--- src/rtl/xtrig_pkg.sv ---
package xtrig_pkg;
  localparam int unsigned ADDR_CTRL   = 32'h00;
  localparam int unsigned ADDR_LOCK   = 32'h04;
  localparam int unsigned ADDR_ACK    = 32'h08;
  localparam int unsigned ADDR_STAT   = 32'h0C;
  localparam int unsigned ADDR_IN_B   = 32'h20;
  localparam int unsigned ADDR_OUT_B  = 32'hA0;
  localparam logic [31:0] UNLOCK_KEY  = 32'h0ACC_E550;
endpackage

--- src/rtl/xtrig_regs.sv ---
module xtrig_regs
  import xtrig_pkg::*;
#(
  parameter int N_IN  = 8,
  parameter int N_OUT = 8,
  parameter int N_CH  = 4,
  parameter int AW    = 8,
  parameter int DW    = 32
) (
  input  logic                        clk_i,
  input  logic                        rst_ni,
  input  logic                        req_i,
  input  logic                        we_i,
  input  logic [AW-1:0]               addr_i,
  input  logic [DW-1:0]               wdata_i,
  input  logic [N_OUT-1:0]            lvl_i,
  output logic [DW-1:0]               rdata_o,
  output logic                        en_o,
  output logic [N_IN-1:0][N_CH-1:0]   in_mask_o,
  output logic [N_OUT-1:0][N_CH-1:0]  out_mask_o,
  output logic [N_OUT-1:0]            ack_o
);
  localparam int IN_END  = int'(ADDR_IN_B) + 4 * N_IN;
  localparam int OUT_END = int'(ADDR_OUT_B) + 4 * N_OUT;

  logic unlocked_q, en_q;
  logic wr, cfg_wr;
  logic in_hit, out_hit;
  logic [AW-1:0] in_off, out_off;
  logic [N_IN-1:0][N_CH-1:0]  in_q;
  logic [N_OUT-1:0][N_CH-1:0] out_q;

  assign wr      = req_i && we_i;
  assign cfg_wr  = wr && unlocked_q;
  assign in_off  = addr_i - AW'(ADDR_IN_B);
  assign out_off = addr_i - AW'(ADDR_OUT_B);
  assign in_hit  = (int'(addr_i) >= int'(ADDR_IN_B)) && (int'(addr_i) < IN_END)
                   && (addr_i[1:0] == 2'b00);
  assign out_hit = (int'(addr_i) >= int'(ADDR_OUT_B)) && (int'(addr_i) < OUT_END)
                   && (addr_i[1:0] == 2'b00);

  always_ff @(posedge clk_i or negedge rst_ni) begin
    if (!rst_ni) begin
      unlocked_q <= 1'b0;
      en_q       <= 1'b0;
    end else begin
      if (wr && addr_i == AW'(ADDR_LOCK)) unlocked_q <= (wdata_i == UNLOCK_KEY);
      if (cfg_wr && addr_i == AW'(ADDR_CTRL)) en_q <= wdata_i[0];
    end
  end

  for (genvar i = 0; i < N_IN; i++) begin : g_in
    always_ff @(posedge clk_i or negedge rst_ni) begin
      if (!rst_ni) in_q[i] <= '0;
      else if (cfg_wr && in_hit && int'(in_off[AW-1:2]) == i) in_q[i] <= wdata_i[N_CH-1:0];
    end
  end

  for (genvar k = 0; k < N_OUT; k++) begin : g_out
    always_ff @(posedge clk_i or negedge rst_ni) begin
      if (!rst_ni) out_q[k] <= '0;
      else if (cfg_wr && out_hit && int'(out_off[AW-1:2]) == k) out_q[k] <= wdata_i[N_CH-1:0];
    end
  end

  // ack is not configuration: accepted while locked
  assign ack_o = (wr && addr_i == AW'(ADDR_ACK)) ? wdata_i[N_OUT-1:0] : '0;

  always_comb begin
    rdata_o = '0;
    if (addr_i == AW'(ADDR_CTRL))      rdata_o[0] = en_q;
    else if (addr_i == AW'(ADDR_LOCK)) rdata_o[0] = unlocked_q;
    else if (addr_i == AW'(ADDR_STAT)) rdata_o[N_OUT-1:0] = lvl_i;
    else if (in_hit) begin
      for (int i = 0; i < N_IN; i++)
        if (int'(in_off[AW-1:2]) == i) rdata_o[N_CH-1:0] = in_q[i];
    end else if (out_hit) begin
      for (int k = 0; k < N_OUT; k++)
        if (int'(out_off[AW-1:2]) == k) rdata_o[N_CH-1:0] = out_q[k];
    end
  end

  assign en_o       = en_q;
  assign in_mask_o  = in_q;
  assign out_mask_o = out_q;

  AST_LOCKED_CTRL: assert property (@(posedge clk_i) disable iff (!rst_ni)
    (!unlocked_q && wr && addr_i == AW'(ADDR_CTRL)) |=> $stable(en_q));
  AST_LOCKED_MASK: assert property (@(posedge clk_i) disable iff (!rst_ni)
    (!unlocked_q && wr && (in_hit || out_hit)) |=> ($stable(in_q) && $stable(out_q)));
  AST_BAD_KEY_RELOCK: assert property (@(posedge clk_i) disable iff (!rst_ni)
    (wr && addr_i == AW'(ADDR_LOCK) && wdata_i != UNLOCK_KEY) |=> !unlocked_q);
endmodule

--- src/rtl/xtrig_matrix.sv ---
module xtrig_matrix #(
  parameter int N_IN  = 8,
  parameter int N_OUT = 8,
  parameter int N_CH  = 4
) (
  input  logic [N_IN-1:0]             trig_i,
  input  logic                        en_i,
  input  logic [N_IN-1:0][N_CH-1:0]   in_mask_i,
  input  logic [N_OUT-1:0][N_CH-1:0]  out_mask_i,
  output logic [N_CH-1:0]             chan_o,
  output logic [N_OUT-1:0]            hit_o
);
  for (genvar c = 0; c < N_CH; c++) begin : g_ch
    logic [N_IN-1:0] src;
    for (genvar i = 0; i < N_IN; i++) begin : g_src
      assign src[i] = trig_i[i] & in_mask_i[i][c];
    end
    assign chan_o[c] = en_i & (|src);
  end

  for (genvar k = 0; k < N_OUT; k++) begin : g_hit
    assign hit_o[k] = |(chan_o & out_mask_i[k]);
  end
endmodule

--- src/rtl/xtrig_latch.sv ---
module xtrig_latch #(
  parameter int N_OUT = 8
) (
  input  logic             clk_i,
  input  logic             rst_ni,
  input  logic             en_i,
  input  logic [N_OUT-1:0] hit_i,
  input  logic [N_OUT-1:0] ack_i,
  output logic [N_OUT-1:0] out_o
);
  logic [N_OUT-1:0] q;

  always_ff @(posedge clk_i or negedge rst_ni) begin
    if (!rst_ni)    q <= '0;
    else if (!en_i) q <= '0;
    else            q <= (q & ~ack_i) | hit_i;
  end

  assign out_o = q;

  AST_DISABLED_LOW: assert property (@(posedge clk_i) disable iff (!rst_ni)
    !en_i |=> (q == '0));
  AST_HIT_SETS: assert property (@(posedge clk_i) disable iff (!rst_ni)
    en_i |=> ((q & $past(hit_i)) == $past(hit_i)));
  AST_HOLD_UNACKED: assert property (@(posedge clk_i) disable iff (!rst_ni)
    en_i |=> ((q & $past(q & ~ack_i)) == $past(q & ~ack_i)));
  AST_ACK_CLEARS: assert property (@(posedge clk_i) disable iff (!rst_ni)
    (en_i && ack_i != '0) |=> ((q & $past(ack_i & ~hit_i)) == '0));
endmodule

--- src/rtl/xtrig_router.sv ---
module xtrig_router #(
  parameter int N_IN  = 8,
  parameter int N_OUT = 8,
  parameter int N_CH  = 4,
  parameter int AW    = 8,
  parameter int DW    = 32
) (
  input  logic             clk_i,
  input  logic             rst_ni,
  input  logic             req_i,
  input  logic             we_i,
  input  logic [AW-1:0]    addr_i,
  input  logic [DW-1:0]    wdata_i,
  output logic [DW-1:0]    rdata_o,
  input  logic [N_IN-1:0]  trig_i,
  output logic [N_OUT-1:0] trig_o
);
  logic                       en;
  logic [N_IN-1:0][N_CH-1:0]  in_mask;
  logic [N_OUT-1:0][N_CH-1:0] out_mask;
  logic [N_OUT-1:0]           ack, hit;
  logic [N_CH-1:0]            chan;

  xtrig_regs #(.N_IN(N_IN), .N_OUT(N_OUT), .N_CH(N_CH), .AW(AW), .DW(DW)) i_regs (
    .clk_i, .rst_ni, .req_i, .we_i, .addr_i, .wdata_i,
    .lvl_i(trig_o), .rdata_o, .en_o(en),
    .in_mask_o(in_mask), .out_mask_o(out_mask), .ack_o(ack)
  );

  xtrig_matrix #(.N_IN(N_IN), .N_OUT(N_OUT), .N_CH(N_CH)) i_matrix (
    .trig_i, .en_i(en), .in_mask_i(in_mask), .out_mask_i(out_mask),
    .chan_o(chan), .hit_o(hit)
  );

  xtrig_latch #(.N_OUT(N_OUT)) i_latch (
    .clk_i, .rst_ni, .en_i(en), .hit_i(hit), .ack_i(ack), .out_o(trig_o)
  );

  AST_NO_CHAN_DISABLED: assert property (@(posedge clk_i) disable iff (!rst_ni)
    !en |-> (chan == '0));
endmodule

--- config.mk ---
export PLATFORM = sky130hd
export DESIGN_NAME = xtrig_router
export DESIGN_NICKNAME = d
export VERILOG_FILES = /design/src/rtl/xtrig_pkg.sv /design/src/rtl/xtrig_regs.sv /design/src/rtl/xtrig_matrix.sv /design/src/rtl/xtrig_latch.sv /design/src/rtl/xtrig_router.sv
export SDC_FILE = /design/constraint.sdc
export NUM_CORES = 1
export LEC_CHECK = 0
export ABC_AREA = 1
export CAP_MARGIN = 20
export CELL_PAD_IN_SITES_DETAIL_PLACEMENT = 0
export CELL_PAD_IN_SITES_GLOBAL_PLACEMENT = 1
export CORE_ASPECT_RATIO = 0.9
export CORE_MARGIN = 2
export CORE_UTILIZATION = 41
export DETAILED_ROUTE_END_ITERATION = 6
export DONT_BUFFER_PORTS = 1
export GPL_TIMING_DRIVEN = 0
export PLACE_DENSITY_LB_ADDON = 0.12
export RECOVER_POWER = 100
export SLEW_MARGIN = 20
export SYNTH_ARGS = -nofsm -noshare
export SYNTH_HDL_FRONTEND = slang
export SYNTH_SLANG_ARGS = --single-unit
--- constraint.sdc ---
create_clock -name clk_i -period 1.5 [get_ports clk_i]
set_input_delay 0.15 -clock clk_i [delete_from_list [all_inputs] [get_ports clk_i]]
set_output_delay 0.15 -clock clk_i [all_outputs]
set_load 0.01 [all_outputs]
==> out/qor.yml, run 1 <==
p_leak_uw: 0.00292
worstPathArrival_ns: 1.61
syn_to_final_growth_pct: 33.5
maxSlewViolCount: 0
synth_area_leaders: "dfrtp_1 (41%), nand2_1 (16%), nor2_1 (6.1%)"
diodes: 0
regArea_um2: 1850
status: "complete, but fails checks"
fmax_mhz: 569
cts.reportedPaths.clkPinSlew_ns: 0.06
fin_setup_tns_ns: -2.64
final_layout_size_suffix_gt1_frac: 0.292
setup_violations: 40
mostFrequentLayoutCells: "nand2_1 (160), dfrtp_1 (74), nor2_1 (51)"
io_buffer_count: 0
first_iter_violations: 348
post-route-period-util: 1.17
period_minus_slack_ns: 1.76
hold_viol: 74
start_kind: "input port"
grt_pass1_vias: 4267
path_class: "input port to output pin"
worstReg2RegEnd: "i_regs.in_mask_o[21]"
first_pass_iters: 5
yosysSeqAreaShare: 0.410
grt_setup_unrepaired: "true"
ys_types: 30
ys.warnings.count: 0
crit_required_ns: 1.35
endpoint_kind: "output pin"
grt_max_degree: 75
critPathLaunch: "addr_i[5]"
fill_cells: 1016
worstPathMaxFanout: 8
r2r_start: "i_regs.unlocked_q"
grt_pass1_wl_um: 23700
ant_nets: 0
finalNetCount: 768
cts_buffer_depth: 2
grt_usage: 0.266
cts_htree_levels: 3
ctsHoldBuffers: 4
gp_congestion: 0.938
hold_path_class: "input port to async pin"
wire_per_inst_um: 17.8
dieArea_um2: 11900
dieWidth_um: 115
syn_inst: 635
ff2ff_setup_slack_ns: -0.11
syn_avg_cell_area_um2: 7.12
endpoint: "rdata_o[0]"
yosysTopAreaCell: "dfrtp_1"
tightest_slew_ns: 0.836
grt-ovfl-total: 0
grt-busiest-layer: "met2"
grt_use_met3: 0.0527
avgViaCountPerCell: 5.36
wirelength_um: 15200
vdd_drop_max_v: 0.000692
fin_skew_ns: 0.00574
ys_seq_elements: 74
yosys.area.top_type_share: 0.410
layout_commonest_cell: "nand2_1"
clkLatencyLatePin_ns: 0.35
hpwl_um: 10700
pin_count: 92
relSlewSlack: 0.443
violations: "negative hold slack, negative setup slack"
drc_errors: 0
via_count: 4565
cts_root_buf: "clkbuf_16"
start_util: 0.418
use_met1: 0.386
cts.sinks: 74
grt_antenna_before_repair: 0
whs_ns: -0.514
core_area_um2: 10800
die_h_um: 104
reg2reg_depth: 10
met2_usage: 0.398
cts_tree: "yes"
cap_violations: 0
worst_slack_ns: -0.257
rows: 36
power_density_nw_per_um2: 846
multi_input_area_um2: 2730
synth_area_um2: 4520
cts_buffers: 9
[synthesized netlist by cell type]
| library cell | instances |
|---|---|
| clkinv_1 | 2 |
| nor2_4 | 4 |
| nor3_4 | 6 |
| conb_1 | 1 |
| dfrtp_1 | 74 |
| buf_2 | 1 |
| o21ai_1 | 11 |
| nand4_1 | 7 |
| a22o_1 | 1 |
| inv_1 | 47 |
| nor2_1 | 74 |
| nor2_2 | 9 |
| or2_0 | 6 |
| nor4_1 | 4 |
| a221oi_1 | 8 |
| inv_2 | 7 |
| ha_1 | 2 |
| inv_4 | 1 |
| nand2_1 | 190 |
| a31oi_1 | 1 |
| buf_4 | 24 |
| nand3_1 | 46 |
| nand2_2 | 1 |
| o21ai_0 | 38 |
| a21oi_1 | 54 |
| buf_6 | 2 |
| nor2_8 | 1 |
| nand3_2 | 1 |
| nor3_1 | 7 |
| clkbuf_1 | 5 |
[critical path, stage by stage]
cell and delay (ns):
inv_12 0.02, ha_4 0.31, buf_12 0.12, nand2_8 0.05
buf_12 0.14, nor2_4 0.23, a21oi_2 0.07, nand3_2 0.10
nand2_1 0.06, nand2_1 0.06, nand2_1 0.07, nand3_2 0.08
nand2_2 0.07, nand2_4 0.08
[final cells by class]
| class | instances | area share |
|---|---|---|
| multi-input combinational | 495 | 0.453 |
| sequential | 74 | 0.307 |
| timing repair buffer | 45 | 0.0719 |
| inverter | 57 | 0.0439 |
| buffer | 32 | 0.0406 |
| clock buffer | 9 | 0.0373 |
| tap | 133 | 0.0276 |
| clock inverter | 7 | 0.0193 |
[state kept, by name (all words and copies together) (netlist names)]
register           cells
i_regs.unlocked_q      1
i_latch.out_o          8
i_regs.in_mask_o      32
i_regs.out_mask_o     32
i_regs.en_o            1
[metal layers]
layer | routed length, um | vias up
met5 | 0 | -
met4 | 288 | 0
met3 | 1250 | 23
met2 | 6870 | 208
met1 | 6760 | 2137
li1 | - | 2197
[kinds of logic after synthesis]
kind of cell,count (synthesis),share of synthesized area
flip-flops,74,0.410
other,1,0.000829
buffers and inverters,89,0.0980
adder cells (fa/ha/maj),2,0.00553
AND/OR/NAND/NOR,356,0.353
AO/OA/AOI/OAI,113,0.133
[metrics by stage]
step	utilization	cell area, um^2	power [uW]	cells	setup WS [ns]
after floorplan	-	4680	2340	658	-0.0265
after CTS	0.530	5730	5110	839	-0.233
after detailed placement	0.448	4840	2430	791	-0.882
after global routing	0.559	6040	5260	852	-0.345
after global placement	0.448	4840	2430	791	-0.848
final	0.559	6040	5110	852	-0.257
[worst min-delay path by stage]
stage                       from                   end  slack [ns]
after floorplan           rst_ni      i_latch.out_o[0]       -0.15
after global placement    rst_ni  i_regs.in_mask_o[20]       -0.14
after detailed placement  rst_ni  i_regs.in_mask_o[20]       -0.14
after CTS                 rst_ni  i_regs.in_mask_o[19]       -0.52
after global routing      rst_ni  i_regs.in_mask_o[20]       -0.52
final                     rst_ni  i_regs.in_mask_o[19]       -0.51
[power by group]
group / leakage [uW] / switching [uW] / internal (uW)
Combinational: 0.00177 / 325 / 218
Clock: 0.000166 / 916 / 1620
Sequential: 0.000987 / 12.9 / 2010
Total: 0.00292 / 1250 / 3850
[timing repair]
item	4_1_cts	5_1_grt
setup endpoints to repair	48	34
gates resized for setup	70	65
endpoints found under the hold margin	82	74
setup buffers	29	13
pin swaps	36	29
(Power assumes the default switching activity.)
==> run 2, diff against run 1 <==
--- a/config.mk
+++ b/config.mk
@@ -11,11 +11,11 @@
 export CELL_PAD_IN_SITES_GLOBAL_PLACEMENT = 1
 export CORE_ASPECT_RATIO = 0.9
 export CORE_MARGIN = 2
-export CORE_UTILIZATION = 41
+export CORE_UTILIZATION = 45
 export DETAILED_ROUTE_END_ITERATION = 6
 export DONT_BUFFER_PORTS = 1
 export GPL_TIMING_DRIVEN = 0
-export PLACE_DENSITY_LB_ADDON = 0.12
+export PLACE_DENSITY_LB_ADDON = 0.1
 export RECOVER_POWER = 100
 export SLEW_MARGIN = 20
 export SYNTH_ARGS = -nofsm -noshare
==> constraint.sdc (replaced) <==
create_clock -name clk_i -period 2 [get_ports clk_i]
set_input_delay 0.2 -clock clk_i [delete_from_list [all_inputs] [get_ports clk_i]]
set_output_delay 0.2 -clock clk_i [all_outputs]
set_load 0.01 [all_outputs]
==> run 2 against run 1 <==
Net effect:
- the flow now finishes without violations
- clock skew about the same
- cell area decreased by 9.5%
- first-iteration DRC count decreased by 3.4%
- via count decreased by 1.0%
- final cell count decreased by 3.3%
- core utilization increased by 0.22 points
- largest power group is now sequential cells
- die area decreased by 8.6%
- clock power decreased by 48%
==> out/qor.yml, run 2 (synthesized netlist as in run 1, its figures left out) <==
status: "completed"
clockPowerShare: 0.407  # -0.090
finalNetCount: 747  # -2.7%
p_leak_uw: 0.00268  # -8.3%
relSlewSlack: 0.300  # -0.143
grt-ovfl-total: 0  # unchanged
mostFrequentLayoutCells: "nand2_1 (175), dfrtp_1 (74), nor2_1 (61)"
worstPathMaxFanout: 5  # -3
cts_buffer_depth: 2  # unchanged
cts.sinks: 74  # unchanged
worstPathArrival_ns: 1.75  # +0.14 ns
period_minus_slack_ns: 1.95
power_density_nw_per_um2: 592  # -30%
avgViaCountPerCell: 5.48  # +2.3%
grt_usage: 0.274  # +0.00792
dieArea_um2: 10900  # -8.6%
reg2reg_depth: 7  # -3
vdd_drop_max_v: 0.000471  # -32%
maxSlewViolCount: 0  # unchanged
fmax_mhz: 513
cts_buffers: 9  # unchanged
p_comb_frac: 0.125  # +0.019
crit_required_ns: 1.80  # +0.45 ns
tightest_slew_ns: 1.05  # +0.215 ns
start_util: 0.464  # +0.0459
first_pass_iters: 7  # +2
io_buffer_count: 0  # unchanged
crit_chain: "clkinvlp_4 > ha_4 > buf_6 > nand2_4 > buf_12 > nor2_1 > nand2_1 > nand3_1 > nor2_1 > nand4_1 > nand2_2 > nand3_2 > nand2_2 > nand2_4"
worstReg2RegEnd: "i_latch.out_o[4]"
path_class: "input port to output pin"
r2r_start: "i_regs.en_o"
fin_skew_ns: 0.00579  # +0.0000530 ns
grt_pass1_vias: 4149  # -2.8%
max_stage_delay_ns: 0.29  # -0.02 ns
worst_path_dominant_cell_family: "simple AND/OR/NAND/NOR gates"
crit_buf_inv: 3  # unchanged
post-route-period-util: 0.974
hold_viol: 0  # -100%
worst_slack_ns: 0.0513  # +0.308 ns
sw_frac_of_total: 0.272  # +0.0261
p_int_uw: 2360  # -39%
hold_path_class: "input port to flop"
p_seq_frac: 0.468  # +0.072
ff2ff_setup_slack_ns: 0.24  # +0.35 ns
dp_slack_ns: -0.305  # +0.577 ns
first_iter_violations: 336  # -3.4%
cts_root_buf: "clkbuf_8"
grt_setup_unrepaired: "true"
cp_slowest_cell: "ha_4"
wirelength_um: 14600  # -4.0%
pin_count: 92  # unchanged
cp.depth: 14  # unchanged
die_h_um: 99.1  # -4.4%
critPathLaunch: "addr_i[6]"
final_layout_size_suffix_gt1_frac: 0.199  # -0.0929
dieWidth_um: 110  # -4.4%
rows: 34  # -5.6%
ant_nets: 0  # unchanged
grt_antenna_before_repair: 0  # unchanged
diodes: 0  # unchanged
clkLatencyLatePin_ns: 0.37  # +0.02 ns
wire_per_inst_um: 17.7  # -0.77%
cts.reportedPaths.clkPinSlew_ns: 0.08  # +0.02 ns
grt_pass1_wl_um: 22000  # -7.1%
drc_errors: 0  # unchanged
cap_violations: 0  # unchanged
via_count: 4518  # -1.0%
cts_htree_levels: 3  # unchanged
fill_cells: 989  # -2.7%
layout_commonest_cell: "nand2_1"
setup_violations: 0  # -100%
hpwl_um: 10500  # -1.2%
power_switching_uw: 878  # -30%
cts_tree: "yes"
power_uw: 3230  # -37%
syn_to_final_growth_pct: 20.8
grt_max_degree: 75  # unchanged
start_kind: "input port"
gp_congestion: 0.858  # -8.6%
endpoint_kind: "output pin"
endpoint: "rdata_o[0]"
core_area_um2: 9740  # -9.9%
## run 2: cell types whose count changed in the layout (fill, tap and decap cells not counted), moves of 9 or more
cell	delta
nand2_1	+15
nand2_2	-15
buf_4	-12
nor2_1	+10
a21oi_1	+9
a21oi_2	-9
clkbuf_8	+9
## run 2: final cells by class
class                   count  area, um^2  share of cell area
multi-input cells         495        2530               0.462
inverters                  57         231              0.0424
clock buffers              10         128              0.0234
clock inverters             6        90.1              0.0165
plain buffers              32         244              0.0447
repair buffers             24         234              0.0428
well taps                 126         158              0.0289
flip-flops and latches     74        1850               0.339
## run 2: worst min-delay path: stages
cell and delay [ns]:
nand4_1 0.06, nor3_1 0.05, nand3_1 0.06, o21ai_0 0.08
## run 2: worst min-delay path by stage
stage	cells after the start	slack [ns]	endpoint	startpoint
3_5_place_dp	0	-0.09	i_regs.in_mask_o[19]	rst_ni
6_report	4	0.13	i_regs.unlocked_q	wdata_i[25]
5_1_grt	4	0.17	i_regs.unlocked_q	wdata_i[25]
4_1_cts	4	0.12	i_regs.unlocked_q	wdata_i[25]
3_3_place_gp	0	-0.09	i_regs.in_mask_o[21]	rst_ni
2_1_floorplan	0	-0.1	i_latch.out_o[0]	rst_ni
## run 2: per-layer routing
layer / vias to the layer above / global-route usage / part of all wire
met4: 0 / 0.0896 / 0.023
met3: 28 / 0.0472 / 0.089
li1: 2148 / - / -
met5: - / 0 / 0
met1: 2119 / 0.396 / 0.44
met2: 223 / 0.418 / 0.44
## run 2: through the flow
step | setup TNS [ns] | hold slack (ns) | area, um^2 | util | std cells
final | 0 | 0.126 | 5460 | 0.561 | 824
after global placement | -2.09 | -0.0932 | 4770 | 0.489 | 784
after detailed placement | -2.26 | -0.0943 | 4770 | 0.489 | 784
after CTS | 0 | 0.118 | 5180 | 0.531 | 808
after floorplan | 0 | -0.0956 | 4610 | - | 658
after global routing | -0.0852 | 0.168 | 5460 | 0.561 | 824
## run 2: what timing repair did
action                     CTS  global route
gates resized for setup     26            46
setup endpoints to repair   12             4
hold buffers                 6             0
hold endpoints to repair    82             0
pin swaps                    2            22
setup buffers                2            15
cloned                       0             1
## run 2: power groups by stage
stage	clock network [uW]	logic [uW]	registers (uW)
6_report	1320	403	1510
5_1_grt	1400	434	1520
4_1_cts	1350	339	1510
2_1_floorplan	0	201	1540
3_5_place_dp	0	264	1540
3_3_place_gp	0	261	1540
==> run 3, diff against run 2 <==
--- a/config.mk
+++ b/config.mk
@@ -10,8 +10,9 @@
 export CELL_PAD_IN_SITES_DETAIL_PLACEMENT = 0
 export CELL_PAD_IN_SITES_GLOBAL_PLACEMENT = 1
 export CORE_ASPECT_RATIO = 0.9
-export CORE_MARGIN = 2
-export CORE_UTILIZATION = 45
+export CORE_MARGIN = 5
+export CORE_UTILIZATION = 33
+export CTS_CLUSTER_DIAMETER = 30
 export DETAILED_ROUTE_END_ITERATION = 6
 export DONT_BUFFER_PORTS = 1
 export GPL_TIMING_DRIVEN = 0
==> run 3 against run 2 <==
Net effect:
- clock power rose by 23%
- worst setup slack got worse by 0.012 ns
- combinational power rose by 1%
- global-route usage fell by 7.0 points
- non-clock buffer count fell by 1
- register-to-register slack got worse by 0.13 ns
- sequential share of layout area fell by 0.46 points
- fmax fell by 0.62%
- wire length rose by 11%
==> out/qor.yml, run 3 (synthesized netlist as in run 1, its figures left out) <==
cts.reportedPaths.clkPinSlew_ns: 0.06  # -0.02 ns
grt_pass1_wl_um: 24700  # +12%
power_density_nw_per_um2: 642  # +8.5%
cap_violations: 0  # unchanged
io_buffer_count: 0  # unchanged
start_kind: "input port"
dieArea_um2: 16100  # +49%
finalNetCount: 746  # -0.13%
whs_ns: 0.137  # +0.0109 ns
clockPowerShare: 0.459  # +0.052
r2r_start: "i_regs.unlocked_q"
p_leak_uw: 0.00266  # -0.91%
sw_frac_of_total: 0.266  # -0.00513
drc_errors: 0  # unchanged
p_int_uw: 2610  # +11%
final_layout_size_suffix_gt1_frac: 0.205  # +0.00602
cts_buffer_depth: 2  # unchanged
p_seq_frac: 0.426  # -0.042
period_minus_slack_ns: 1.96  # +0.0121 ns
power_switching_uw: 947  # +7.9%
diodes: 0  # unchanged
wirelength_um: 16200  # +11%
syn_to_final_growth_pct: 22.5
worstPathMaxFanout: 6  # +1
placedCellCount: 826  # +5.4%
multi_input_area_um2: 2500  # -1.2%
grt_antenna_before_repair: 0  # unchanged
first_iter_violations: 426  # +27%
ant_nets: 0  # unchanged
critPathLaunch: "addr_i[5]"
fin_skew_ns: 0.00803  # +0.00224 ns
mostFrequentLayoutCells: "nand2_1 (167), dfrtp_1 (74), nor2_1 (68)"
crit_required_ns: 1.80  # about the same
worstPathArrival_ns: 1.76  # about the same
endpoint_kind: "output pin"
hold_path.startpoint: "wdata_i[10]"
hold-path-cell-count: 4  # unchanged
grt_usage: 0.204  # -0.0697
dieWidth_um: 133  # +22%
fin_setup_tns_ns: 0  # unchanged
grt_pass1_vias: 4156  # +0.17%
dp_slack_ns: -0.588  # -0.283 ns
status: "completed"
post-route-period-util: 0.980  # +0.00606
layout_commonest_cell: "nand2_1"
regArea_um2: 1850  # unchanged
grt_max_degree: 75  # unchanged
cts.sinks: 74  # unchanged
grt-ovfl-total: 0  # unchanged
hold_path_class: "input port to flop"
avgViaCountPerCell: 5.12  # -6.6%
clkLatencyLatePin_ns: 0.35  # -0.02 ns
power_uw: 3560  # +10%
maxSlewViolCount: 0  # unchanged
cts_tree: "yes"
grt_setup_unrepaired: "true"
fill_cells: 1420  # +44%
pin_count: 92  # unchanged
path_class: "input port to output pin"
wire_per_inst_um: 18.8  # +6.1%
cts_htree_levels: 3  # unchanged
reg2reg_depth: 7  # unchanged
worst_slack_ns: 0.0392  # -0.0121 ns
fin_cells: 865  # +5.0%
fmax_mhz: 510  # -0.62%
start_util: 0.337  # -0.127
p_comb_frac: 0.115  # -0.010
rows: 40  # +18%
hold_viol: 0  # unchanged
vdd_drop_max_v: 0.000404  # -14%
gp_congestion: 0.852  # -0.64%
tightest_slew_ns: 1.07  # +0.0240 ns
first_pass_iters: 5  # -2
via_count: 4432  # -1.9%
hpwl_um: 11700  # +11%
relSlewSlack: 0.284  # -0.0160
cts_root_buf: "clkbuf_16"
setup_violations: 0  # unchanged
cts_buffers: 9  # unchanged
core_area_um2: 13400  # +38%
die_h_um: 121  # +22%
-- run 3: cell types whose count changed in the layout (fill, tap and decap cells not counted), sizes merged --
cell    before  now
clkinv       3    4
buf         44   42
clkbuf      17   18
bufinv       2    1
-- run 3: timing repair --
action                     in CTS  in global routing
gates resized for setup        34                 48
buffers inserted                8                  8
hold buffers                    6                  0
setup endpoints to repair      12                  8
pin swaps                       8                 34
hold endpoints to repair       82                  0
cloned                          0                  1
-- run 3: layout make-up --
cell class,count,share of cell area
multi-input combinational,495,0.451
sequential,74,0.334
buffer,32,0.0441
inverter,57,0.0416
clock buffer,10,0.0413
timing repair buffer,23,0.0395
tap,168,0.0380
clock inverter,6,0.0104
-- run 3: per-stage QoR --
| step | area, um^2 | utilization |
|---|---|---|
| 2_1_floorplan | 4610 | - |
| 3_3_place_gp | 4820 | 0.359 |
| 3_5_place_dp | 4820 | 0.359 |
| 4_1_cts | 5370 | 0.400 |
| 5_1_grt | 5540 | 0.413 |
| 6_report | 5540 | 0.413 |
-- run 3: worst paths after layout --
check / to / slack (ns)
worst max-delay path: rdata_o[0] / 0.04
worst min-delay path: i_regs.unlocked_q / 0.14
worst max register to register: i_regs.out_mask_o[15] / 0.11
worst min register to register: i_regs.out_mask_o[10] / 0.52
max in group asynchronous: i_regs.in_mask_o[10] / 0.67
min in group asynchronous: i_regs.in_mask_o[27] / 0.65
-- run 3: worst max-delay path: stages --
cell and delay (ns):
clkinvlp_4 0.09, ha_4 0.31, inv_4 0.05, nor2_4 0.17, nand2_4 0.09, or2_0 0.23, nand2_1 0.09, nand3_2 0.08
nand2_2 0.09, nand2_2 0.05, nand2_1 0.08, nand3_2 0.09, nand2_2 0.08, nand2_2 0.07
-- run 3: power by group through the flow --
stage | logic, uW | registers (uW) | clock network (uW)
floorplan | 201 | 1540 | 0
global placement | 275 | 1540 | 0
detailed placement | 276 | 1540 | 0
CTS | 372 | 1520 | 1650
global route | 444 | 1520 | 1710
finish | 408 | 1520 | 1630
-- run 3: routing by layer --
| layer | wire length [um] | vias to the layer above | track usage |
|---|---|---|---|
| li1 | - | 2141 | - |
| met1 | 7770 | 2107 | 0.293 |
| met2 | 7110 | 165 | 0.308 |
| met3 | 1040 | 19 | 0.0369 |
| met4 | 299 | 0 | 0.0746 |
| met5 | 0 | - | 0 |
